===== src/rtl/fprf_pkg.sv =====
package fprf_pkg;

    typedef enum logic [1:0] {
        FMT_SHORT = 2'd0,
        FMT_LONG  = 2'd1,
        FMT_EXT   = 2'd2,
        FMT_RSVD  = 2'd3
    } fmt_e;

endpackage


===== src/rtl/fprf_spec_check.sv =====
module fprf_spec_check
    import fprf_pkg::*;
#(
    parameter int SPEC_W = 4,
    parameter int IDX_W  = 2
) (
    input  logic [SPEC_W-1:0] spec,
    input  fmt_e              fmt,
    output logic              legal,
    output logic [IDX_W-1:0]  idx
);

    logic in_range;

    // Even specifiers below 2*NUM_REGS map to register spec/2.
    always_comb begin
        idx      = spec[IDX_W:1];
        in_range = ~(|spec[SPEC_W-1:IDX_W+1]) & ~spec[0];
        unique case (fmt)
            FMT_SHORT, FMT_LONG: legal = in_range;
            FMT_EXT:             legal = in_range & ~spec[1];
            default:             legal = 1'b0;
        endcase
    end

endmodule


===== src/rtl/fprf_read_port.sv =====
module fprf_read_port
    import fprf_pkg::*;
#(
    parameter int DATA_W   = 64,
    parameter int NUM_REGS = 4,
    parameter int SPEC_W   = 4,
    parameter int IDX_W    = 2
) (
    input  logic [NUM_REGS-1:0][DATA_W-1:0] bank,
    input  logic                            en,
    input  logic [SPEC_W-1:0]               spec,
    input  fmt_e                            fmt,
    output logic [DATA_W-1:0]               hi,
    output logic [DATA_W-1:0]               lo,
    output logic                            exc
);

    localparam int HALF = DATA_W / 2;

    logic             legal;
    logic [IDX_W-1:0] idx;
    logic [IDX_W-1:0] pair_idx;

    fprf_spec_check #(.SPEC_W(SPEC_W), .IDX_W(IDX_W)) u_chk (
        .spec  (spec),
        .fmt   (fmt),
        .legal (legal),
        .idx   (idx)
    );

    always_comb begin
        pair_idx = {idx[IDX_W-1:1], 1'b1};
        hi       = '0;
        lo       = '0;
        exc      = en & ~legal;
        if (en && legal) begin
            unique case (fmt)
                FMT_SHORT: hi = {bank[idx][DATA_W-1 -: HALF], {HALF{1'b0}}};
                FMT_LONG:  hi = bank[idx];
                FMT_EXT: begin
                    hi = bank[idx];
                    lo = bank[pair_idx];
                end
                default: ;
            endcase
        end
    end

endmodule


===== src/rtl/fprf_write_merge.sv =====
module fprf_write_merge
    import fprf_pkg::*;
#(
    parameter int DATA_W   = 64,
    parameter int NUM_REGS = 4,
    parameter int SPEC_W   = 4,
    parameter int IDX_W    = 2
) (
    input  logic [NUM_REGS-1:0][DATA_W-1:0] bank_q,
    input  logic                            en,
    input  logic [SPEC_W-1:0]               spec,
    input  fmt_e                            fmt,
    input  logic [DATA_W-1:0]               wdata_hi,
    input  logic [DATA_W-1:0]               wdata_lo,
    output logic [NUM_REGS-1:0][DATA_W-1:0] bank_d,
    output logic                            exc
);

    localparam int HALF = DATA_W / 2;

    logic             legal;
    logic [IDX_W-1:0] idx;
    logic [IDX_W-1:0] pair_idx;

    fprf_spec_check #(.SPEC_W(SPEC_W), .IDX_W(IDX_W)) u_chk (
        .spec  (spec),
        .fmt   (fmt),
        .legal (legal),
        .idx   (idx)
    );

    always_comb begin
        pair_idx = {idx[IDX_W-1:1], 1'b1};
        bank_d   = bank_q;
        exc      = en & ~legal;
        if (en && legal) begin
            unique case (fmt)
                FMT_SHORT: bank_d[idx][DATA_W-1 -: HALF] = wdata_hi[DATA_W-1 -: HALF];
                FMT_LONG:  bank_d[idx] = wdata_hi;
                FMT_EXT: begin
                    bank_d[idx]      = wdata_hi;
                    bank_d[pair_idx] = wdata_lo;
                end
                default: ;
            endcase
        end
    end

endmodule


===== src/rtl/fprf_bank.sv =====
module fprf_bank
    import fprf_pkg::*;
#(
    parameter int DATA_W   = 64,
    parameter int NUM_REGS = 4,
    parameter int SPEC_W   = 4
) (
    input  logic              clk,
    input  logic              rst,
    input  logic              rda_en,
    input  logic [SPEC_W-1:0] rda_spec,
    input  logic [1:0]        rda_fmt,
    output logic [DATA_W-1:0] rda_hi,
    output logic [DATA_W-1:0] rda_lo,
    output logic              rda_exc,
    input  logic              rdb_en,
    input  logic [SPEC_W-1:0] rdb_spec,
    input  logic [1:0]        rdb_fmt,
    output logic [DATA_W-1:0] rdb_hi,
    output logic [DATA_W-1:0] rdb_lo,
    output logic              rdb_exc,
    input  logic              wr_en,
    input  logic [SPEC_W-1:0] wr_spec,
    input  logic [1:0]        wr_fmt,
    input  logic [DATA_W-1:0] wr_hi,
    input  logic [DATA_W-1:0] wr_lo,
    output logic              wr_exc
);

    localparam int IDX_W = $clog2(NUM_REGS);

    typedef struct packed {
        logic [NUM_REGS-1:0][DATA_W-1:0] regs;
    } bank_t;

    bank_t st_d, st_q;
    logic [NUM_REGS-1:0][DATA_W-1:0] merged;
    logic [NUM_REGS*DATA_W-1:0]      bank_flat;

    fprf_write_merge #(
        .DATA_W(DATA_W), .NUM_REGS(NUM_REGS), .SPEC_W(SPEC_W), .IDX_W(IDX_W)
    ) u_wr (
        .bank_q   (st_q.regs),
        .en       (wr_en),
        .spec     (wr_spec),
        .fmt      (fmt_e'(wr_fmt)),
        .wdata_hi (wr_hi),
        .wdata_lo (wr_lo),
        .bank_d   (merged),
        .exc      (wr_exc)
    );

    fprf_read_port #(
        .DATA_W(DATA_W), .NUM_REGS(NUM_REGS), .SPEC_W(SPEC_W), .IDX_W(IDX_W)
    ) u_rda (
        .bank (st_q.regs),
        .en   (rda_en),
        .spec (rda_spec),
        .fmt  (fmt_e'(rda_fmt)),
        .hi   (rda_hi),
        .lo   (rda_lo),
        .exc  (rda_exc)
    );

    fprf_read_port #(
        .DATA_W(DATA_W), .NUM_REGS(NUM_REGS), .SPEC_W(SPEC_W), .IDX_W(IDX_W)
    ) u_rdb (
        .bank (st_q.regs),
        .en   (rdb_en),
        .spec (rdb_spec),
        .fmt  (fmt_e'(rdb_fmt)),
        .hi   (rdb_hi),
        .lo   (rdb_lo),
        .exc  (rdb_exc)
    );

    always_comb begin
        st_d.regs = merged;
        if (rst) begin
            st_d = '0;
        end
    end

    always_ff @(posedge clk) begin
        st_q <= st_d;
    end

    assign bank_flat = st_q;

endmodule


===== config.mk =====
export PLATFORM = sky130hd
export DESIGN_NAME = fprf_bank
export DESIGN_NICKNAME = d
export VERILOG_FILES = /design/src/rtl/fprf_pkg.sv /design/src/rtl/fprf_spec_check.sv /design/src/rtl/fprf_read_port.sv /design/src/rtl/fprf_write_merge.sv /design/src/rtl/fprf_bank.sv
export SDC_FILE = /design/constraint.sdc
export NUM_CORES = 1
export LEC_CHECK = 0
export ABC_AREA = 1
export ABC_CLOCK_PERIOD_IN_PS = 3300
export BUFFER_PORTS_ARGS = -buffer_cell sky130_fd_sc_hd__buf_2
export CAP_MARGIN = 15
export CORE_MARGIN = 1
export CORE_UTILIZATION = 40
export DETAILED_ROUTE_END_ITERATION = 16
export HOLD_SLACK_MARGIN = 0.03
export PLACE_DENSITY = 0.66
export SLEW_MARGIN = 20
export SYNTH_ARGS = -nofsm -noshare
export SYNTH_HDL_FRONTEND = slang
export SYNTH_SLANG_ARGS = --single-unit

===== constraint.sdc =====
create_clock -name clk -period 3.3 [get_ports clk]
set_input_delay 0.66 -clock clk [delete_from_list [all_inputs] [get_ports clk]]
set_output_delay 0.66 -clock clk [all_outputs]
set_load 0.1 [all_outputs]

# Word-level counts from Yosys, hierarchy flattened

Index checks and enable logic that the tools add are counted.
W data, S select, Z words.

Logic and storage cells: 83
Bits in registers: 256

Mux-type cells: 29
Magnitude comparators: 8
Equality and inequality tests: 6
Reduce and logical (&&, ||, !) cells: 15
Bitwise operators: 21

Operator list:

| cell                 | count |
|---|---|
| $mux W64             | 15 |
| $bwmux W256          | 3 |
| $pmux W256 S3        | 1 |
| $bmux W64 S2         | 2 |
| $demux W64 S2        | 2 |
| $pmux W64 S2         | 2 |
| $demux W64 S1        | 1 |
| $lt A2 B3 Y1 const B | 6 |
| $not A1 Y1           | 12 |
| $reduce_or A2 Y1     | 5 |
| $and A1 B1 Y1        | 9 |
| $eq A2 B1 Y1 const B | 3 |
| $eq A2 B2 Y1 const B | 3 |
| $logic_not A2 Y1     | 3 |
| $pmux W1 S2          | 3 |
| $logic_and A1 B1 Y1  | 5 |
| $ge A2 B1 Y1 const B | 2 |
| $reduce_bool A3 Y1   | 1 |
| $reduce_and A2 Y1    | 1 |

# Depth between registers and ports, before layout

Gate-level depths: netlist of the first run.

Depth in word-level cells: 7
Gate-level depth with buffers: 11
Depth with buffers taken out: 9

# Hierarchy

A second synthesis of the first run with hierarchy kept.

Cells, all modules: 3723
Area total of the unflattened synthesis: 19616.3 µm²

By module, submodules not included:

| module           | instances | cells each | area each (µm²) | seq. area each (µm²) |
|---|---|---|---|---|
| fprf_bank        | 1         | 796        | 7247.0          | 5124.9 |
| fprf_read_port   | 2         | 773        | 3273.1          | 0.0 |
| fprf_write_merge | 1         | 1360       | 5714.2          | 0.0 |
| fprf_spec_check  | 3         | 7          | 36.3            | 0.0 |

# Worst setup path after synthesis of the first run

Ideal clock, no wire load.

Kind: input-to-output
Start: input port rda_fmt[0]
End: output port rda_exc
Path slack: -0.602 ns
Cell stages on the path: 5
Buffers on the path: 0
Data required time: 2.640 ns
Arrival time: 3.242 ns
Path through: inv_1 ha_1 nor2_1 nand2_1 a21boi_0

Word-level cells in the longest chain between the ends: 5

RTL lines:

| what                                                    | line                  | source |
|---|---|---|
| start, declared                                         | fprf_bank.sv:12       | `input logic [1:0] rda_fmt,` |
| $eq A2 B1 Y1 / $logic_not A2 Y1 (equally long branches) | fprf_spec_check.sv:19 | `unique case (fmt)` |
| $reduce_or A2 Y1                                        | fprf_spec_check.sv:19 |  |
| $pmux W1 S2 (*)                                         | fprf_spec_check.sv:19 |  |
| $not A1 Y1 (*)                                          | fprf_read_port.sv:35  | `exc = en & ~legal;` |
| $and A1 B1 Y1 (*)                                       | fprf_read_port.sv:35  |  |
| end, declared                                           | fprf_bank.sv:15       | `output logic rda_exc,` |

Mark *: on every way between the ends. The rest lies on a longest branch, timed or not.

# Worst setup path after layout of the first run

Start: input port rdb_fmt[0]
End: output port rdb_hi[32]

Word-level cells in the longest chain between the ends: 5

RTL lines:

| what                                                    | line                                        | source |
|---|---|---|
| start, declared                                         | fprf_bank.sv:18                             | `input logic [1:0] rdb_fmt,` |
| $eq A2 B1 Y1 / $logic_not A2 Y1 (equally long branches) | fprf_spec_check.sv:19, fprf_read_port.sv:37 |  |
| $reduce_or A2 Y1                                        | fprf_spec_check.sv:19                       |  |
| $pmux W1 S2                                             | fprf_spec_check.sv:19                       |  |
| $logic_and A1 B1 Y1                                     | fprf_read_port.sv:36                        | `if (en && legal) begin` |
| $mux W64 (*)                                            | fprf_read_port.sv:36                        |  |
| end, declared                                           | fprf_bank.sv:19                             | `output logic [DATA_W-1:0] rdb_hi,` |

Marks and branches as above.

==> results of run 1 <==
-- critical path, cell delays in order --
cell,delay (ns)
buf_2,0.11
ha_1,0.18
nor3_1,0.31
nand3_4,0.13
inv_1,0.15
o21ai_4,0.19
buf_12,0.23
nor2_1,0.21
buf_12,0.21
-- cell usage in the layout, fill, tap and decap left out, drive strengths merged --
cell type  Yosys  final
nor2         723    723
clkbuf       176     49
a21boi         2      2
dfxtp        256    256
inv          312    314
buf          129    488
clkinvlp       0      1
nand2        974    974
ha            12     12
o21ai        857    857
o211ai         9      9
nand3         35     35
a21oi        152    152
diode          0     13
nor3           2      2
nand4          3      3
clkinv         2      9
o21bai        64     64
bufinv         0      1
-- final cells by class --
class | count | area, µm²
Clock inverter | 11 | 105
Tap cell | 664 | 831
Inverter | 314 | 1190
Multi-Input combinational cell | 2833 | 12500
Clock buffer | 49 | 1020
Antenna cell | 13 | 32.5
Fill cell | 4816 | 21500
Timing Repair Buffer | 488 | 6800
Sequential cell | 256 | 5120
-- logic make-up after synthesis --
group / after synthesis
buffers and inverters: 619
AND/OR/NAND/NOR: 1737
AO/OA/AOI/OAI: 1084
flip-flops: 256
adder cells (fa/ha/maj): 12
-- metrics by stage --
step / std cells / util / setup TNS (ns) / power [W] / setup slack, ns
after floorplan: 3708 / - / -34.29 / 0.00433 / -0.148
after global placement: 4555 / 0.539 / 0 / 0.00495 / 0.266
after detailed placement: 4555 / 0.539 / 0 / 0.00496 / 0.221
after CTS: 4615 / 0.562 / 0 / 0.00867 / 0.222
after global routing: 4624 / 0.562 / 0 / 0.00900 / 0.113
final: 4628 / 0.562 / 0 / 0.00867 / 0.221
-- how the worst max path moves through the flow --
stage	from	endpoint	slack (ns)	depth (start not counted)
after floorplan	rdb_fmt[0]	rdb_hi[10]	-0.15	7
after global routing	rdb_fmt[0]	rdb_hi[50]	0.11	9
after detailed placement	rdb_fmt[0]	rdb_hi[43]	0.22	9
final	rdb_fmt[0]	rdb_hi[32]	0.22	9
after CTS	rdb_fmt[0]	rdb_hi[43]	0.22	9
after global placement	rda_fmt[0]	rda_hi[54]	0.27	9
-- where the power goes --
part / switching (W) / internal, W / leakage [nW]
sequential: 0.0000360 / 0.00315 / 2.07
clock: 0.00151 / 0.00223 / 0.557
combinational: 0.00122 / 0.000523 / 9.63
-- synthesized netlist by cell type --
cell	instances	area, µm²
o21ai_1	100	500
nand2_1	971	3640
buf_1	35	131
nand4_1	3	18.8
o21bai_1	64	480
clkbuf_1	176	661
buf_4	4	30.0
nor2_4	1	11.3
nor3_1	2	10.0
nor2_1	721	2710
o211ai_1	9	67.6
ha_1	12	150
inv_1	306	1150
o21ai_0	757	3790
nor2_2	1	6.26
a21boi_0	2	15.0
a21oi_1	152	761
clkinv_1	2	7.51
dfxtp_1	256	5120
nand3_1	35	175
nand2_2	3	18.8
buf_2	90	450
inv_2	6	22.5
-- routing by layer --
metal	track usage	up-vias	share of wire
met5	0	-	0.00060
met4	0.137	10	0.038
met3	0.0507	191	0.096
met2	0.486	1278	0.45
met1	0.409	11054	0.42
li1	-	12178	-
==> results.sh, run 1 <==
export IMPL_outcome="complete, no violations"
export IMPL_antenna_found_initial=15
export IMPL_maxCapViolCount=0
export IMPL_worst_r2r_setup_slack_ns=2.25
export IMPL_clockBufferDepth=3
export IMPL_cts_sinks=256
export IMPL_hold_ws_ns=0.432
export IMPL_dr_pass1_iters=6
export IMPL_setup_viol=0
export IMPL_antenna_left=0
export IMPL_hold_viol_final=0
export IMPL_drc=0
export IMPL_min_path_cells=3
export IMPL_holdPathEnd="bank_flat[166]"
export IMPL_max_slew_worst_pin_slew_ns=0.814
export IMPL_via_per_inst=5.34
export IMPL_synthMuxAreaShare=0
export IMPL_synth_simple_area_share=0.331
export IMPL_crit_type="in -> out"
export IMPL_cts_max_level=2
export IMPL_drive_gt1_frac=0.148
export IMPL_syn_nets=3871
export IMPL_worstPathArrival_ns=2.42
export IMPL_maxSlewHeadroom=0.457
export IMPL_start_util=0.406
export IMPL_synth_area_um2=19900
export IMPL_cts_root_buf="clkbuf_16"
export IMPL_synth_xor_area_frac=0
export IMPL_dp_hpwl_mm=53.3
export IMPL_reg2reg_depth=6
export IMPL_cp_max_fo=19
export IMPL_timing_final_crit_period_ns=3.08
export IMPL_cellPowerDensity_nw_per_um2=314
export IMPL_min_path_type="in -> reg"
export IMPL_cts_hold_buf=0
export IMPL_ir_worst_vdd_mv=0.272
export IMPL_netlist_instances=3708
export IMPL_clk_pin_slew_ns=0.06
export IMPL_postPlaceCellArea_um2=26400
export IMPL_period_share=0.933
export IMPL_grt_overflow_total=0
export IMPL_yosysWarnings=0
export IMPL_io_pin_count=410
export IMPL_wl_per_cell_um=17.3
export IMPL_coreArea_um2=49100
export IMPL_grt_max_degree=129
export IMPL_die_h_um=225
export IMPL_area_growth_pct=38.4
export IMPL_rsz0062_at_grt="no"
export IMPL_ctsResizeCount=0
export IMPL_die_area_um2=50700
export IMPL_clkLatencyLatePin_ns=0.50
export IMPL_gp_congestion=0.912
export IMPL_ys_types=23
export IMPL_num_rows=81
export IMPL_postCtsSetupRepairBufs=0
export IMPL_skew_ns=0
export IMPL_crit_path_end_kind="output port"
export IMPL_hold_start="wr_hi[38]"
export IMPL_p_leak_nw=12.3
export IMPL_crit_path_start_kind="input pin"
export IMPL_worstPathRequired_ns=2.64
export IMPL_synth_top_family_by_area="simple AND/OR/NAND/NOR gates"
export IMPL_synth_area_per_cell_um2=5.37
export IMPL_design_area_um2=27600
export IMPL_drt_wl_total_mm=80.1
export IMPL_synth_compound_area_frac=0.282
export IMPL_grt_pass1_vias=21977
export IMPL_io_buffer_count=409
export IMPL_ys_ff_latch=256
export IMPL_cts_tree="built"
export IMPL_drtIter0Drc=2673
export IMPL_seq_area_frac_synth=0.257
export IMPL_num_vias=24711
export IMPL_maxSlewViolCount=0
export IMPL_die_w_um=225
export IMPL_grt_usage=0.307
export IMPL_max_freq_mhz=325
export IMPL_grt_pass1_wl_mm=124
export IMPL_timing_rr_end="bank_flat[232]"
export IMPL_cts_made_buffers=34
export IMPL_reg2reg_from="bank_flat[232]"
export IMPL_final_nets=4090
export IMPL_yosys_area_share_adder=0.00753
No activity file was read; power rests on OpenSTA's default activity.
==> inputs of run 2 (changes only) <==
--- a/config.mk
+++ b/config.mk
@@ -5,7 +5,6 @@
 export SDC_FILE = /design/constraint.sdc
 export NUM_CORES = 1
 export LEC_CHECK = 0
-export ABC_AREA = 1
 export ABC_CLOCK_PERIOD_IN_PS = 3300
 export BUFFER_PORTS_ARGS = -buffer_cell sky130_fd_sc_hd__buf_2
 export CAP_MARGIN = 15
@@ -13,7 +12,7 @@
 export CORE_UTILIZATION = 40
 export DETAILED_ROUTE_END_ITERATION = 16
 export HOLD_SLACK_MARGIN = 0.03
-export PLACE_DENSITY = 0.66
+export PLACE_DENSITY = 0.67
 export SLEW_MARGIN = 20
 export SYNTH_ARGS = -nofsm -noshare
 export SYNTH_HDL_FRONTEND = slang
==> constraint.sdc (replaced) <==
create_clock -name clk -period 3.3 [get_ports clk]
set_input_delay 0.165 -clock clk [delete_from_list [all_inputs] [get_ports clk]]
set_output_delay 0.165 -clock clk [all_outputs]
set_load 0.1 [all_outputs]
==> results.sh, run 2 <==
export IMPL_p_leak_nw=10.0
export IMPL_dp_slack_ns=0.706
export IMPL_final_nets=2421
export IMPL_io_pin_count=410
export IMPL_gp_congestion=0.877
export IMPL_crit_path_end_kind="output port"
export IMPL_maxSlewHeadroom=0.271
export IMPL_maxCapViolCount=0
export IMPL_synthArstFlopShare=0
export IMPL_slowest_delay_ns=0.33
export IMPL_netlist_instances=1859
export IMPL_final_common_cell="mux2i_1"
export IMPL_grt_overflow_total=0
export IMPL_grt_usage=0.288
export IMPL_cts_max_level=1
export IMPL_slowest_stage="or2_2"
export IMPL_grt_max_degree=133
export IMPL_cts_sinks=256
export IMPL_crit_type="in -> out"
export IMPL_min_path_type="in -> reg"
export IMPL_start_util=0.407
export IMPL_die_area_um2=46000
export IMPL_design_area_um2=24700
export IMPL_antenna_left=0
export IMPL_synth_area_leaders="dfxtp_1, mux2i_1, mux4_2, nor2_1, mux2_2"
export IMPL_drc=0
export IMPL_postPlaceCellArea_um2=22700
export IMPL_grt_pass1_vias=17747
export IMPL_period_share=0.769
export IMPL_cts_root_buf="clkbuf_16"
export IMPL_path_cells="buf_2, inv_1, ha_1, or2_2, o211a_1, buf_4, nand2_2, buf_12, nor2_1, buf_12"
export IMPL_synth_edf_count=0
export IMPL_synth_flop_cell="dfxtp_1"
export IMPL_ir_worst_vdd_mv=0.385
export IMPL_timing_final_crit_period_ns=2.54
export IMPL_seq_area_frac_synth=0.284
export IMPL_synth_area_um2=18100
export IMPL_multiInputGateArea_um2=12200
export IMPL_max_freq_mhz=394
export IMPL_synth_area_per_cell_um2=9.72
export IMPL_yosysMostFrequentCell="mux2i_1"
export IMPL_drt_wl_total_mm=69.1
export IMPL_max_slew_worst_pin_slew_ns=1.09
export IMPL_setup_viol=0
export IMPL_final_cell_mix="mux2i_1, nor2_1, buf_2, dfxtp_1, buf_12"
export IMPL_yosysTopAreaCellShare=0.284
export IMPL_dp_hpwl_mm=44.7
export IMPL_seq_area_um2=5120
export IMPL_antenna_found_initial=8
export IMPL_clockBufferDepth=3
export IMPL_yosysWarnings=0
export IMPL_maxSlewViolCount=0
export IMPL_coreArea_um2=44400
export IMPL_synth_top_area_cell="dfxtp_1"
export IMPL_clk_pin_slew_ns=0.06
export IMPL_die_w_um=215
export IMPL_num_rows=77
export IMPL_grt_pass1_wl_mm=105
export IMPL_final_setup_worst_slack_ns=0.763
export IMPL_ys_ff_latch=256
export IMPL_worstPathArrival_ns=2.37
export IMPL_wl_per_cell_um=24.0
export IMPL_outcome="complete, no violations"
export IMPL_dr_pass1_iters=5
export IMPL_num_vias=17770
export IMPL_via_per_inst=6.17
export IMPL_total_power_w=0.00812
export IMPL_fillCellCount=3743
export IMPL_cpMostUsedCell="buf_12"
export IMPL_tns_ns=0
export IMPL_drtIter0Drc=1710
export IMPL_area_growth_pct=36.9
export IMPL_crit_path_start_kind="input pin"
export IMPL_die_h_um=215
export IMPL_hold_viol_final=0
export IMPL_drive_gt1_frac=0.348
export IMPL_cp_max_fo=64
export IMPL_ys_types=35
export IMPL_clkLatencyLatePin_ns=0.58
export IMPL_cts_made_buffers=30
export IMPL_finish_utilization=0.557
export IMPL_synth_common_cells="mux2i_1, nor2_1, dfxtp_1"
export IMPL_cellPowerDensity_nw_per_um2=328
export IMPL_io_buffer_count=409
export IMPL_rsz0062_at_grt="no"
export IMPL_cts_tree="built"
export IMPL_worstPathRequired_ns=3.13
export IMPL_skew_ns=0
export IMPL_syn_nets=2022
-- run 2: layout make-up --
class	instances	area share
inverters	7	0.00106
diodes	7	0.000708
multi-input cells	1402	0.492
repair buffers	561	0.227
clock buffers	48	0.0380
well taps	592	0.0299
flip-flops and latches	256	0.207
clock inverters	7	0.00460
-- run 2: what timing repair did --
action / 4_1_cts / 5_1_grt
setup buffers: 0 / 0
hold endpoints to repair: 160 / 0
hold buffers: 96 / 0
resized for setup: 0 / 0
-- run 2: through the flow --
step           hold WS, ns  instances
3_5_place_dp         0.429       2721
3_3_place_gp         0.426       2721
2_1_floorplan        0.298       1859
4_1_cts             0.0696       2872
5_1_grt             0.0837       2878
6_report            0.0898       2880
-- run 2: power breakdown --
| group | leakage, nW | switching (W) | internal, W |
|---|---|---|---|
| Sequential | 2.07 | 0.0000702 | 0.00313 |
| Clock | 0.520 | 0.00143 | 0.00217 |
| Combinational | 7.46 | 0.000764 | 0.000551 |
| Total | 10.0 | 0.00226 | 0.00585 |
-- run 2: per-layer routing --
metal / global-route usage / up-vias / share of wire
met2: 0.480 / 947 / 0.48
li1: - / 7799 / -
met1: 0.361 / 8816 / 0.39
met3: 0.0511 / 204 / 0.084
met4: 0.134 / 4 / 0.043
met5: 0 / - / 0.00035
-- run 2: cells by family after synthesis --
logic type / after synthesis / synth area share
adders and majority gates: 12 / 0.00831
buffers and inverters: 201 / 0.0503
DFF: 256 / 0.284
muxes: 512 / 0.377
and+or+nand+nor: 604 / 0.154
AOI/OAI and AO/OA: 274 / 0.127
-- run 2: worst paths after layout --
check / depth (start not counted) / slack (ns) / start / endpoint
hold reg to reg: 1 / 0.50 / flip-flop / flip-flop
setup / recovery: 10 / 0.76 / rdb_fmt[0] / rdb_lo[39]
setup reg to reg: 3 / 2.11 / flip-flop / flip-flop
hold / removal: 4 / 0.09 / wr_lo[34] / bank_flat[98]
-- run 2: worst max-delay path: cells and delay by family --
kind                       cells  cell delay, ns
AOI/OAI and AO/OA              1            0.27
and+or+nand+nor                3            0.64
buffers and inverters          5            0.97
adders and majority gates      1            0.25
